`config.mk`:
```
export PLATFORM = sky130hd
export DESIGN_NAME = pal_access_gate
export DESIGN_NICKNAME = d
export VERILOG_FILES = /design/src/rtl/pal_access_gate.sv
export SDC_FILE = /design/constraint.sdc
export NUM_CORES = 1
export LEC_CHECK = 0
export ABC_AREA = 1
export ABC_CLOCK_PERIOD_IN_PS = 1200
export BUFFER_PORTS_ARGS = -buffer_cell sky130_fd_sc_hd__clkbuf_2
export CAP_MARGIN = 20
export CORE_UTILIZATION = 24
export CTS_CLUSTER_SIZE = 10
export DETAILED_ROUTE_END_ITERATION = 6
export GPL_TIMING_DRIVEN = 0
export MAX_ROUTING_LAYER = met4
export PLACE_DENSITY = 0.79
export RECOVER_POWER = 50
export SLEW_MARGIN = 25
export SYNTH_ARGS = -nofsm -noshare
export SYNTH_HDL_FRONTEND = slang
export SYNTH_SLANG_ARGS = --single-unit
```
`constraint.sdc`:
```
create_clock -name clk -period 1.2 [get_ports clk]
set_input_delay 0.12 -clock clk [delete_from_list [all_inputs] [get_ports clk]]
set_output_delay 0.12 -clock clk [all_outputs]
set_load 0.1 [all_outputs]
```
`src/rtl/pal_access_gate.sv`:
```
module pal_access_gate #(
  parameter int AW          = 9,
  parameter int DW          = 8,
  parameter int HW          = 11,
  parameter int VW          = 9,
  parameter int H_FIRST     = 128,
  parameter int H_LAST      = 1095,
  parameter int V_LINES     = 225,
  parameter int V_LINES_OVS = 240
) (
  input  logic          clk,
  input  logic          rst_n,
  input  logic [AW-1:0] cpu_addr,
  input  logic [DW-1:0] cpu_wdata,
  input  logic          cpu_rd,
  input  logic          cpu_wr,
  input  logic [HW-1:0] hcnt,
  input  logic [VW-1:0] vcnt,
  input  logic          overscan,
  input  logic          fblank,
  input  logic          redir_en,
  input  logic [AW-1:0] int_addr,
  output logic [AW-1:0] mem_addr,
  output logic          mem_we,
  output logic          mem_re,
  output logic [DW-1:0] mem_wdata,
  input  logic [DW-1:0] mem_rdata,
  output logic [DW-1:0] cpu_rdata,
  output logic          cpu_rvalid
);

  localparam int MSB = DW - 1;

  logic [VW-1:0] v_limit;
  logic          in_win;
  logic          clr_top;
  logic          clr_top_q;

  assign v_limit = overscan ? VW'(V_LINES_OVS) : VW'(V_LINES);

  assign in_win = redir_en && !fblank && (vcnt < v_limit) &&
                  (hcnt >= HW'(H_FIRST)) && (hcnt <= HW'(H_LAST));

  assign clr_top = in_win || cpu_addr[0];

  assign mem_addr  = in_win ? int_addr : cpu_addr;
  assign mem_we    = cpu_wr;
  assign mem_re    = cpu_rd && !cpu_wr;
  assign mem_wdata = {cpu_wdata[MSB] & ~clr_top, cpu_wdata[MSB-1:0]};

  always_ff @(posedge clk or negedge rst_n) begin
    if (!rst_n) begin
      cpu_rvalid <= 1'b0;
      clr_top_q  <= 1'b0;
    end else begin
      cpu_rvalid <= mem_re;
      if (mem_re) clr_top_q <= clr_top;
    end
  end

  assign cpu_rdata = {mem_rdata[MSB] & ~clr_top_q, mem_rdata[MSB-1:0]};

  AST_ODD_WRITE_TOP_CLEAR: assert property (@(posedge clk) disable iff (!rst_n)
    (cpu_wr && cpu_addr[0]) |-> !mem_wdata[MSB]);

  AST_ODD_READ_TOP_CLEAR: assert property (@(posedge clk) disable iff (!rst_n)
    (cpu_rd && !cpu_wr && cpu_addr[0]) |=> !cpu_rdata[MSB]);

  AST_BLANK_DIRECT: assert property (@(posedge clk) disable iff (!rst_n)
    fblank |-> (mem_addr == cpu_addr));

  AST_NOREDIR_DIRECT: assert property (@(posedge clk) disable iff (!rst_n)
    !redir_en |-> (mem_addr == cpu_addr && mem_wdata[MSB-1:0] == cpu_wdata[MSB-1:0]));

  AST_REDIR_WRITE_CLEAR: assert property (@(posedge clk) disable iff (!rst_n)
    (cpu_wr && redir_en && !fblank && !overscan && vcnt < VW'(V_LINES) &&
     hcnt >= HW'(H_FIRST) && hcnt <= HW'(H_LAST)) |-> (!mem_wdata[MSB] && mem_addr == int_addr));

  AST_RVALID_AFTER_READ: assert property (@(posedge clk) disable iff (!rst_n)
    mem_re |=> cpu_rvalid);

  AST_RVALID_ONLY_AFTER_READ: assert property (@(posedge clk) disable iff (!rst_n)
    !mem_re |=> !cpu_rvalid);

  AST_WRITE_WINS: assert property (@(posedge clk) disable iff (!rst_n)
    cpu_wr |-> (mem_we && !mem_re));

endmodule

```
==> qor.yml, run 1 <==
status:
  outcome: "complete, but fails checks"
  violations: "setup timing"
timing:
  setup_ws_ps: -457
  post-route-period-util_pct: 138
  slew_violations: 0
  tightestPinTransition_ps: 543
  rsz0062_at_grt: "yes"
  fin_crit_ps: 1660
  setup_viol: 10
  hold_ws_ps: 120
  fin_skew_ps: 0
  fmax_mhz: 604
  tns_ps: -4210
  relSlewSlack_pct: 64.0
  hold_violations: 0
floorplan:
  num_rows: 16
  ioPinCount: 89
  die_w_um: 48.0
  die_area_mm2: 0.00230
  core_area_mm2: 0.00198
  fp.dieH_um: 48.0
  start_util_pct: 25.6
power:
  intPower_uw: 476
  switching_power_uw: 613
  p_leak_uw: 0.000777
  clkPwrFrac_pct: 13.5
  swShare_pct: 56.3
  seqPwrFrac_pct: 7.3
  power_density_mw_per_mm2: 798
  peakVddDrop_v: 0.000475
  comb_power_share_pct: 79.2
grt:
  use_met3_pct: 2.26
  grt_util_met2_pct: 35.1
  grt_pass1_wl_mm: 2.59
  overflow: 0
  top_usage_layer: "met2"
  globalRouteTotalUtil_pct: 16.4
  grt_max_degree: 7
  antenna_found_initial: 0
  grt_pass1_vias: 705
  grt_use_met1_pct: 14.5
logic_synthesis:
  yosysWarnings: 0
  synth.most_common_cell: "nand2_1"
  yosys.area.top_type: "buf_4"
  syn_avg_cell_area_um2: 5.96
  ys_types: 17
  ys_top_cells_by_count: "nand2_1, inv_1, buf_4"
  syn_nets: 147
  ys_ff_latch: 2
  syn_area_um2: 507
  seq_area_frac_synth_pct: 9.88
  synth.top_cell.area_share_pct: 22.2
  synth.area.top_cells: "buf_4, nand2_1, o21ai_2, inv_1, dfrtp_1"
  synth_edf_count: 0
  async_reset_ff_share_pct: 100
  synth_ff_type: "dfrtp_1"
  syn_inst: 85
finish:
  nNetsFinal: 230
  nFillCells: 167
  syn_to_final_growth_pct: 169
  final_cell_area_mm2: 0.00137
  layout-drive-gt1-share_pct: 72.3
  layout.core_utilization_pct: 68.9
  n_antenna_cell: 0
  fin_cells: 193
clock_tree:
  cts_max_level: 1
  cts.path.max_buffers: 2
  cts_buffers: 3
  cts_root_buffer: "clkbuf_4"
  cts_tree: "done"
  clock_sinks: 2
  clkSlewWorstSetupHoldPaths_ps: 30
  clk_latency_ps: 220
routing:
  drc: 0
  first_iter_violations: 1
  wl_per_cell_um: 9.40
  ant_nets: 0
  drt_pass1_iterations: 2
  routed_wl_mm: 1.81
  via_count: 779
  vias_per_cell: 4.04
place:
  dp_cells: 183
  place_congestion: 0.619
  dp_hpwl_mm: 1.38
  postPlaceCellArea_mm2: 0.00101
  io_buffers: 71
worst_setup_path:
  end_kind: "output port"
  cp_max_fo: 4
  rr_startpoint: "clr_top_q"
  cp-startpoint: "overscan"
  cp.arrival_ps: 1540
  critical_path_class: "primary input to output port"
  crit_required_ps: 1080
  cp-start-kind: "primary input"
hold_path:
  hp-start: "cpu_wr"
  hold_path_class: "primary input to flip-flop"
run:
  cap_violations: 0
stage by stage:
stage	worst slack [ps]	total power, uW
3_5_place_dp	-762	801
2_1_floorplan	-487	665
5_1_grt	-543	1150
4_1_cts	-496	1080
3_3_place_gp	-739	791
6_report	-457	1090
kinds of logic (layout without fill, tap and decap cells):
group / Yosys count / count (layout) / share of synthesized area [%]
compound gates: 10 / 10 / 15.8
flops: 2 / 2 / 9.88
fa+ha+maj: 1 / 1 / 2.47
simple gates: 39 / 39 / 34.8
buf+inv: 33 / 114 / 37.0
power by group through the flow:
| stage | Sequential [uW] | Combinational, uW | Clock [uW] |
|---|---|---|---|
| 6_report | 79.0 | 863 | 148 |
| 3_5_place_dp | 79.8 | 721 | 0 |
| 4_1_cts | 79.1 | 847 | 154 |
| 2_1_floorplan | 92.0 | 573 | 0 |
| 5_1_grt | 79.6 | 901 | 171 |
| 3_3_place_gp | 79.3 | 711 | 0 |
metal layers:
| layer | part of all wire, % | wire length [um] | vias up |
|---|---|---|---|
| met1 | 33 | 599 | 325 |
| met4 | 0 | 0 | 0 |
| met3 | 8.8 | 159 | 0 |
| met5 | 0 | 0 | - |
| met2 | 58 | 1060 | 53 |
| li1 | - | - | 401 |
placed cells by master, fill, tap and decap left out, types with 2 or more instances in the layout:
| cell | n |
|---|---|
| buf_6 | 3 |
| buf_12 | 2 |
| clkbuf_2 | 57 |
| clkbuf_4 | 10 |
| clkbuf_16 | 10 |
| buf_4 | 11 |
| nand2_2 | 8 |
| nand2_1 | 13 |
| nor2_4 | 3 |
| inv_1 | 15 |
| nor2_1 | 8 |
| o21ai_4 | 8 |
| dfrtp_1 | 2 |
what timing repair did:
action,in CTS,in global routing
buffers inserted,3,2
hold endpoints to repair,2,0
setup endpoints to repair,11,12
hold buffers,1,0
pin swaps,1,3
cloned,1,0
gates resized for setup,40,8
state kept, by name (all words and copies together) (netlist names):
| signal | cells |
|---|---|
| clr_top_q | 1 |
| cpu_rvalid | 1 |
layout make-up:
| cell class | count | area [um2] | share of cell area (%) |
|---|---|---|---|
| Buffer | 16 | 133 | 9.72 |
| Clock buffer | 3 | 22.5 | 1.65 |
| Inverter | 17 | 71.3 | 5.22 |
| Multi-Input combinational cell | 50 | 387 | 28.3 |
| Sequential cell | 2 | 50.0 | 3.67 |
| Tap cell | 27 | 33.8 | 2.47 |
| Timing Repair Buffer | 78 | 668 | 48.9 |
worst paths after layout:
check | endpoint | slack, ps | cells after the start
min in group asynchronous | clr_top_q | 220 | 2
setup / recovery | mem_wdata[7] | -460 | 14
hold reg to reg | clr_top_q | 570 | 2
hold / removal | cpu_rvalid | 120 | 2
setup reg to reg | clr_top_q | 530 | 2
max in group asynchronous | cpu_rvalid | 860 | 2
critical path, cell delays in order:
cell       delay [ps]
buf_8              80
inv_8              30
ha_4              250
inv_1              40
nor2_1             80
nand3_1            80
nand2_2            80
nand2_2            60
nand3_4           120
buf_6             130
nand2_4            60
buf_12            120
nor2_4             80
clkbuf_16         200
Power figures use the tool's default switching activity.
==> run 2: changes to the inputs <==
- PLACE_DENSITY: 0.79 -> 0.84
==> run 2 against run 1 <==
Net effect: flip-flop and latch count is the same; combinational power down 2%; power fell by 0.40%; clock skew is the same; fmax is 0.53% lower; non-clock buffer count fell by 2; die area did not move; sequential power is 2% higher; the flow still finishes with violations (setup timing); via count down 0.51%; setup slack worse by 8.8 ps; critical path depth is 3 lower; worst hold slack improved by 0.98 ps.
==> qor.yml, run 2 (synthesis results as in run 1) <==
power:
  swShare_pct: 56.9
  intPower_uw: 468
  power_density_mw_per_mm2: 817
  clkPwrFrac_pct: 14.2
  seqPwrFrac_pct: 7.4
  switching_power_uw: 617
  comb_power_share_pct: 78.4
  p_leak_uw: 0.000762
  peakVddDrop_v: 0.000535
worst_setup_path:
  regToRegEndpoint: "clr_top_q"
  crit_top_cell: "nand2_1"
  end_kind: "output port"
  cp.arrival_ps: 1550
  critical_path_class: "primary input to output port"
  regToRegSetupSlack_ps: 520
  cpMaxStageDelayCell: "clkbuf_16"
  cp-start-kind: "primary input"
  cp_max_fo: 5
  worstPathCellList: "buf_8, inv_8, ha_4, or2_0, nand2_1, nand2_1, nand2_2, nand3_4, buf_12, o21ai_4, clkbuf_16"
  cp.depth: 11
  slowest_delay_ps: 220
  crit_buf_inv: 4
  critPathTopFamily: "buffers and inverters"
  crit_required_ps: 1080
  rr_startpoint: "clr_top_q"
  rr_worst_depth: 2
timing:
  setup_viol: 10
  tightestPinTransition_ps: 541
  hold_violations: 0
  slew_violations: 0
  relSlewSlack_pct: 64.1
  post-route-period-util_pct: 139
  fmax_mhz: 600
  setup_ws_ps: -465
  fin_crit_ps: 1670
  fin_skew_ps: 0
  hold_ws_ps: 121
  rsz0062_at_grt: "yes"
grt:
  overflow: 0
  grt_pass1_wl_mm: 2.63
  globalRouteTotalUtil_pct: 16.3
  antenna_found_initial: 0
  grt_pass1_vias: 710
  grt_max_degree: 7
clock_tree:
  clk_latency_ps: 220
  clkSlewWorstSetupHoldPaths_ps: 30
  clock_sinks: 2
  cts_max_level: 1
  cts_root_buffer: "clkbuf_4"
  cts.path.max_buffers: 2
  cts_buffers: 3
  cts_tree: "done"
place:
  dp_hpwl_mm: 1.36
  place_congestion: 0.620
  dp_cells: 183
  io_buffers: 71
routing:
  drc: 0
  via_count: 775
  vias_per_cell: 4.06
  ant_nets: 0
  first_iter_violations: 2
  wl_per_cell_um: 10.1
  drt_pass1_iterations: 4
  routed_wl_mm: 1.93
hold_path:
  hp-start: "cpu_wr"
  hold_path_end: "cpu_rvalid"
  hold_path_class: "primary input to flip-flop"
  whs_path_depth: 2
floorplan:
  die_w_um: 48.0
  core_area_mm2: 0.00198
  fp.dieH_um: 48.0
  num_rows: 16
  ioPinCount: 89
  start_util_pct: 25.6
  die_area_mm2: 0.00230
finish:
  layout_common_cells: "clkbuf_2, inv_1, nand2_1, clkbuf_4, clkbuf_16"
  top_regs: "clr_top_q (1), cpu_rvalid (1)"
  nNetsFinal: 228
  fin_cells: 191
  layout_commonest_cell: "clkbuf_2"
  layout.core_utilization_pct: 67.0
  n_antenna_cell: 0
  layout-drive-gt1-share_pct: 70.1
  syn_to_final_growth_pct: 162
  nFillCells: 161
status:
  outcome: "complete, but fails checks"
  violations: "setup timing"
run:
  cap_violations: 0
[run 2: cell types whose count changed in the layout (fill, tap and decap cells not counted)]
cell	delta
inv_2	-1
buf_12	-1
nor2_2	-1
nor2_1	+1
nand2_1	+1
inv_1	+1
buf_4	-2
clkbuf_4	+1
nand2_4	-1
[run 2: worst reg2reg max path: stages (launching register included)]
cell,delay [ps]
dfrtp_1,410
o21ai_0,90
nand2_1,70
[run 2: worst max path at each step]
stage                   from     endpoint  slack [ps]
global placement    overscan  mem_addr[0]        -730
global route        overscan  mem_addr[8]        -540
CTS                 overscan  mem_addr[6]        -480
floorplan            vcnt[4]  mem_addr[1]        -490
finish              overscan  mem_addr[8]        -470
detailed placement  overscan  mem_addr[0]        -760
[run 2: layout make-up]
class	instances	area, um2	area share (%)
sequential	2	50.0	3.77
inverter	17	71.3	5.37
clock buffer	3	22.5	1.70
multi-input combinational	50	377	28.4
buffer	16	133	9.99
timing repair buffer	76	641	48.3
tap	27	33.8	2.54
[run 2: per-stage QoR]
stage	setup TNS [ps]	cell area, um2	setup WS, ps	total power (uW)
2_1_floorplan	-4490	626	-487	665
3_3_place_gp	-7200	1010	-729	790
3_5_place_dp	-7490	1010	-761	800
4_1_cts	-4580	1310	-482	1070
5_1_grt	-5070	1330	-536	1140
6_report	-4280	1330	-465	1080
[run 2: timing repair]
action                     4_1_cts  5_1_grt
buffers inserted                 2        1
pin swaps                        1        0
hold endpoints to repair         2        0
setup endpoints to repair       11       11
hold buffers                     1        0
gates resized for setup         35       10
gates cloned                     1        0
[run 2: power by group through the flow]
stage	combinational [uW]	clock (uW)	sequential [uW]
after floorplan	573	0	92.0
after global placement	710	0	79.9
after detailed placement	720	0	80.8
after CTS	839	155	80.0
after global routing	888	169	81.5
final	850	154	80.8
[run 2: metal layers]
| metal | vias to the layer above | share of wire [%] | GRT usage, % |
|---|---|---|---|
| li1 | 395 | - | - |
| met3 | 0 | 9.0 | 2.64 |
| met1 | 326 | 31 | 13.5 |
| met2 | 54 | 60 | 36.8 |
| met5 | - | 0 | - |
| met4 | 0 | 0 | 1.67 |
==> run 3: changes to the inputs <==
- CORE_UTILIZATION: 24 -> 25
- CTS_BUF_LIST: default -> sky130_fd_sc_hd__clkbuf_4 sky130_fd_sc_hd__clkbuf_8
- PLACE_DENSITY: 0.84 -> 0.87
==> run 3 against run 2 <==
Net effect: the flow still finishes with violations (setup timing); cell count down 1.6%; power down 1.6%; via count up 2.1%; critical endpoint is now mem_addr[7]; largest power group unchanged; register-to-register slack about the same.
==> qor.yml, run 3 (synthesis results as in run 1) <==
status:
  outcome: "complete, but fails checks"
  violations: "setup timing"
worst_setup_path:
  cp.arrival_ps: 1580
  slowest_delay_ps: 220
  crit_top_cell: "nand2_1"
  cpMaxStageDelayCell: "clkbuf_16"
  crit_required_ps: 1080
  end_kind: "output port"
  critical_path_class: "primary input to output port"
  worstPathCellList: "buf_8, inv_8, ha_4, or2_0, nand2_1, nand2_1, nand2_2, nand3_4, buf_12, o21ai_4, clkbuf_16"
  cp-start-kind: "primary input"
  rr_startpoint: "clr_top_q"
  critPathTopFamily: "buffers and inverters"
  cp_max_fo: 7
  crit_buf_inv: 4
  cp-startpoint: "overscan"
grt:
  grt_pass1_wl_mm: 2.78
  globalRouteTotalUtil_pct: 18.4
  grt_pass1_vias: 745
  antenna_found_initial: 0
  grt_max_degree: 8
  overflow: 0
routing:
  ant_nets: 0
  wl_per_cell_um: 9.69
  vias_per_cell: 4.21
  first_iter_violations: 3
  via_count: 791
  met2_length_mm: 1.06
  drc: 0
  dr_wl_met3_um: 174
  met1_length_um: 587
  highest_layer: "met4"
  drt_pass1_iterations: 2
  routed_wl_mm: 1.82
finish:
  fin_cells: 188
  layout-drive-gt1-share_pct: 68.7
  nFillCells: 126
  final_cell_area_mm2: 0.00132
  n_antenna_cell: 0
  layout.core_utilization_pct: 72.3
  syn_to_final_growth_pct: 160
  layout_commonest_cell: "clkbuf_2"
  layout_common_cells: "clkbuf_2, nand2_1, inv_1"
  top_regs: "clr_top_q (1), cpu_rvalid (1)"
  nNetsFinal: 227
clock_tree:
  cts_buffers: 3
  cts_tree: "done"
  cts.path.max_buffers: 2
  cts_root_buffer: "clkbuf_4"
  cts_max_level: 1
  clock_sinks: 2
  clk_latency_ps: 220
  clkSlewWorstSetupHoldPaths_ps: 30
floorplan:
  num_rows: 15
  ioPinCount: 89
  fp.dieH_um: 47.0
  start_util_pct: 27.8
  core_area_mm2: 0.00182
  die_w_um: 47.0
  die_area_mm2: 0.00221
place:
  place_congestion: 0.617
  dp_hpwl_mm: 1.43
  dp_cells: 181
  io_buffers: 71
  postPlaceCellArea_mm2: 0.00101
hold_path:
  hold_path_class: "primary input to flip-flop"
  hp-start: "cpu_wr"
timing:
  rsz0062_at_grt: "yes"
  tightestPinTransition_ps: 544
  hold_ws_ps: 109
  setup_ws_ps: -504
  tns_ps: -4730
  fin_skew_ps: 0
  fin_crit_ps: 1700
  post-route-period-util_pct: 142
  slew_violations: 0
  hold_violations: 0
  setup_viol: 10
  fmax_mhz: 587
  relSlewSlack_pct: 63.9
power:
  power_density_mw_per_mm2: 811
  peakVddDrop_v: 0.000533
  p_leak_uw: 0.000757
run:
  cap_violations: 0
==> run 3: changes by cell type in the layout (fill, tap and decap cells not counted) <==
cell and change:
nor2_4 +1, clkbuf_4 -1, buf_4 +1, buf_6 -1
inv_2 +1, inv_1 -1, nand2_1 +4, nor2_1 -1
nand2_4 +1, nand2_2 -5
==> run 3: final timing paths <==
kind	endpoint	slack (ps)	cells after the start
min in group asynchronous	cpu_rvalid	210	2
max in group asynchronous	clr_top_q	860	2
worst min-delay path	cpu_rvalid	110	2
worst min register to register	clr_top_q	570	2
worst max register to register	clr_top_q	530	2
worst max-delay path	mem_addr[7]	-500	11
==> run 3: power by group <==
| group | total [uW] | internal [uW] | leakage, uW | switching (uW) |
|---|---|---|---|---|
| registers | 78.7 | 74.2 | 0.0000252 | 4.53 |
| logic | 842 | 276 | 0.000718 | 566 |
| clock network | 146 | 110 | 0.0000138 | 36.2 |
==> run 3: per-layer routing <==
| layer | GRT usage [%] | up-vias |
|---|---|---|
| met5 | - | - |
| met4 | 5.14 | 0 |
| li1 | - | 394 |
| met2 | 40.0 | 56 |
| met3 | 3.46 | 2 |
| met1 | 14.8 | 339 |
==> run 3: cell type report <==
type                            count  area, um2  area share, %
Buffer                             16        133           10.1
Clock buffer                        3       22.5           1.71
Inverter                           17       71.3           5.42
Multi-Input combinational cell     50        379           28.8
Sequential cell                     2       50.0           3.80
Tap cell                           25       31.3           2.38
Timing Repair Buffer               75        629           47.8
==> run 3: timing repair <==
| item | in CTS | in global routing |
|---|---|---|
| endpoints found under the setup margin | 12 | 12 |
| pin swaps | 1 | 2 |
| resized for setup | 36 | 7 |
| hold buffers | 1 | 0 |
| hold endpoints to repair | 2 | 0 |
| buffers inserted | 2 | 0 |
| cloned | 1 | 0 |
==> run 3: metrics by stage <==
stage	power, uW	setup WS, ps
2_1_floorplan	665	-487
3_5_place_dp	800	-809
5_1_grt	1120	-584
4_1_cts	1070	-503
6_report	1070	-504
3_3_place_gp	791	-732
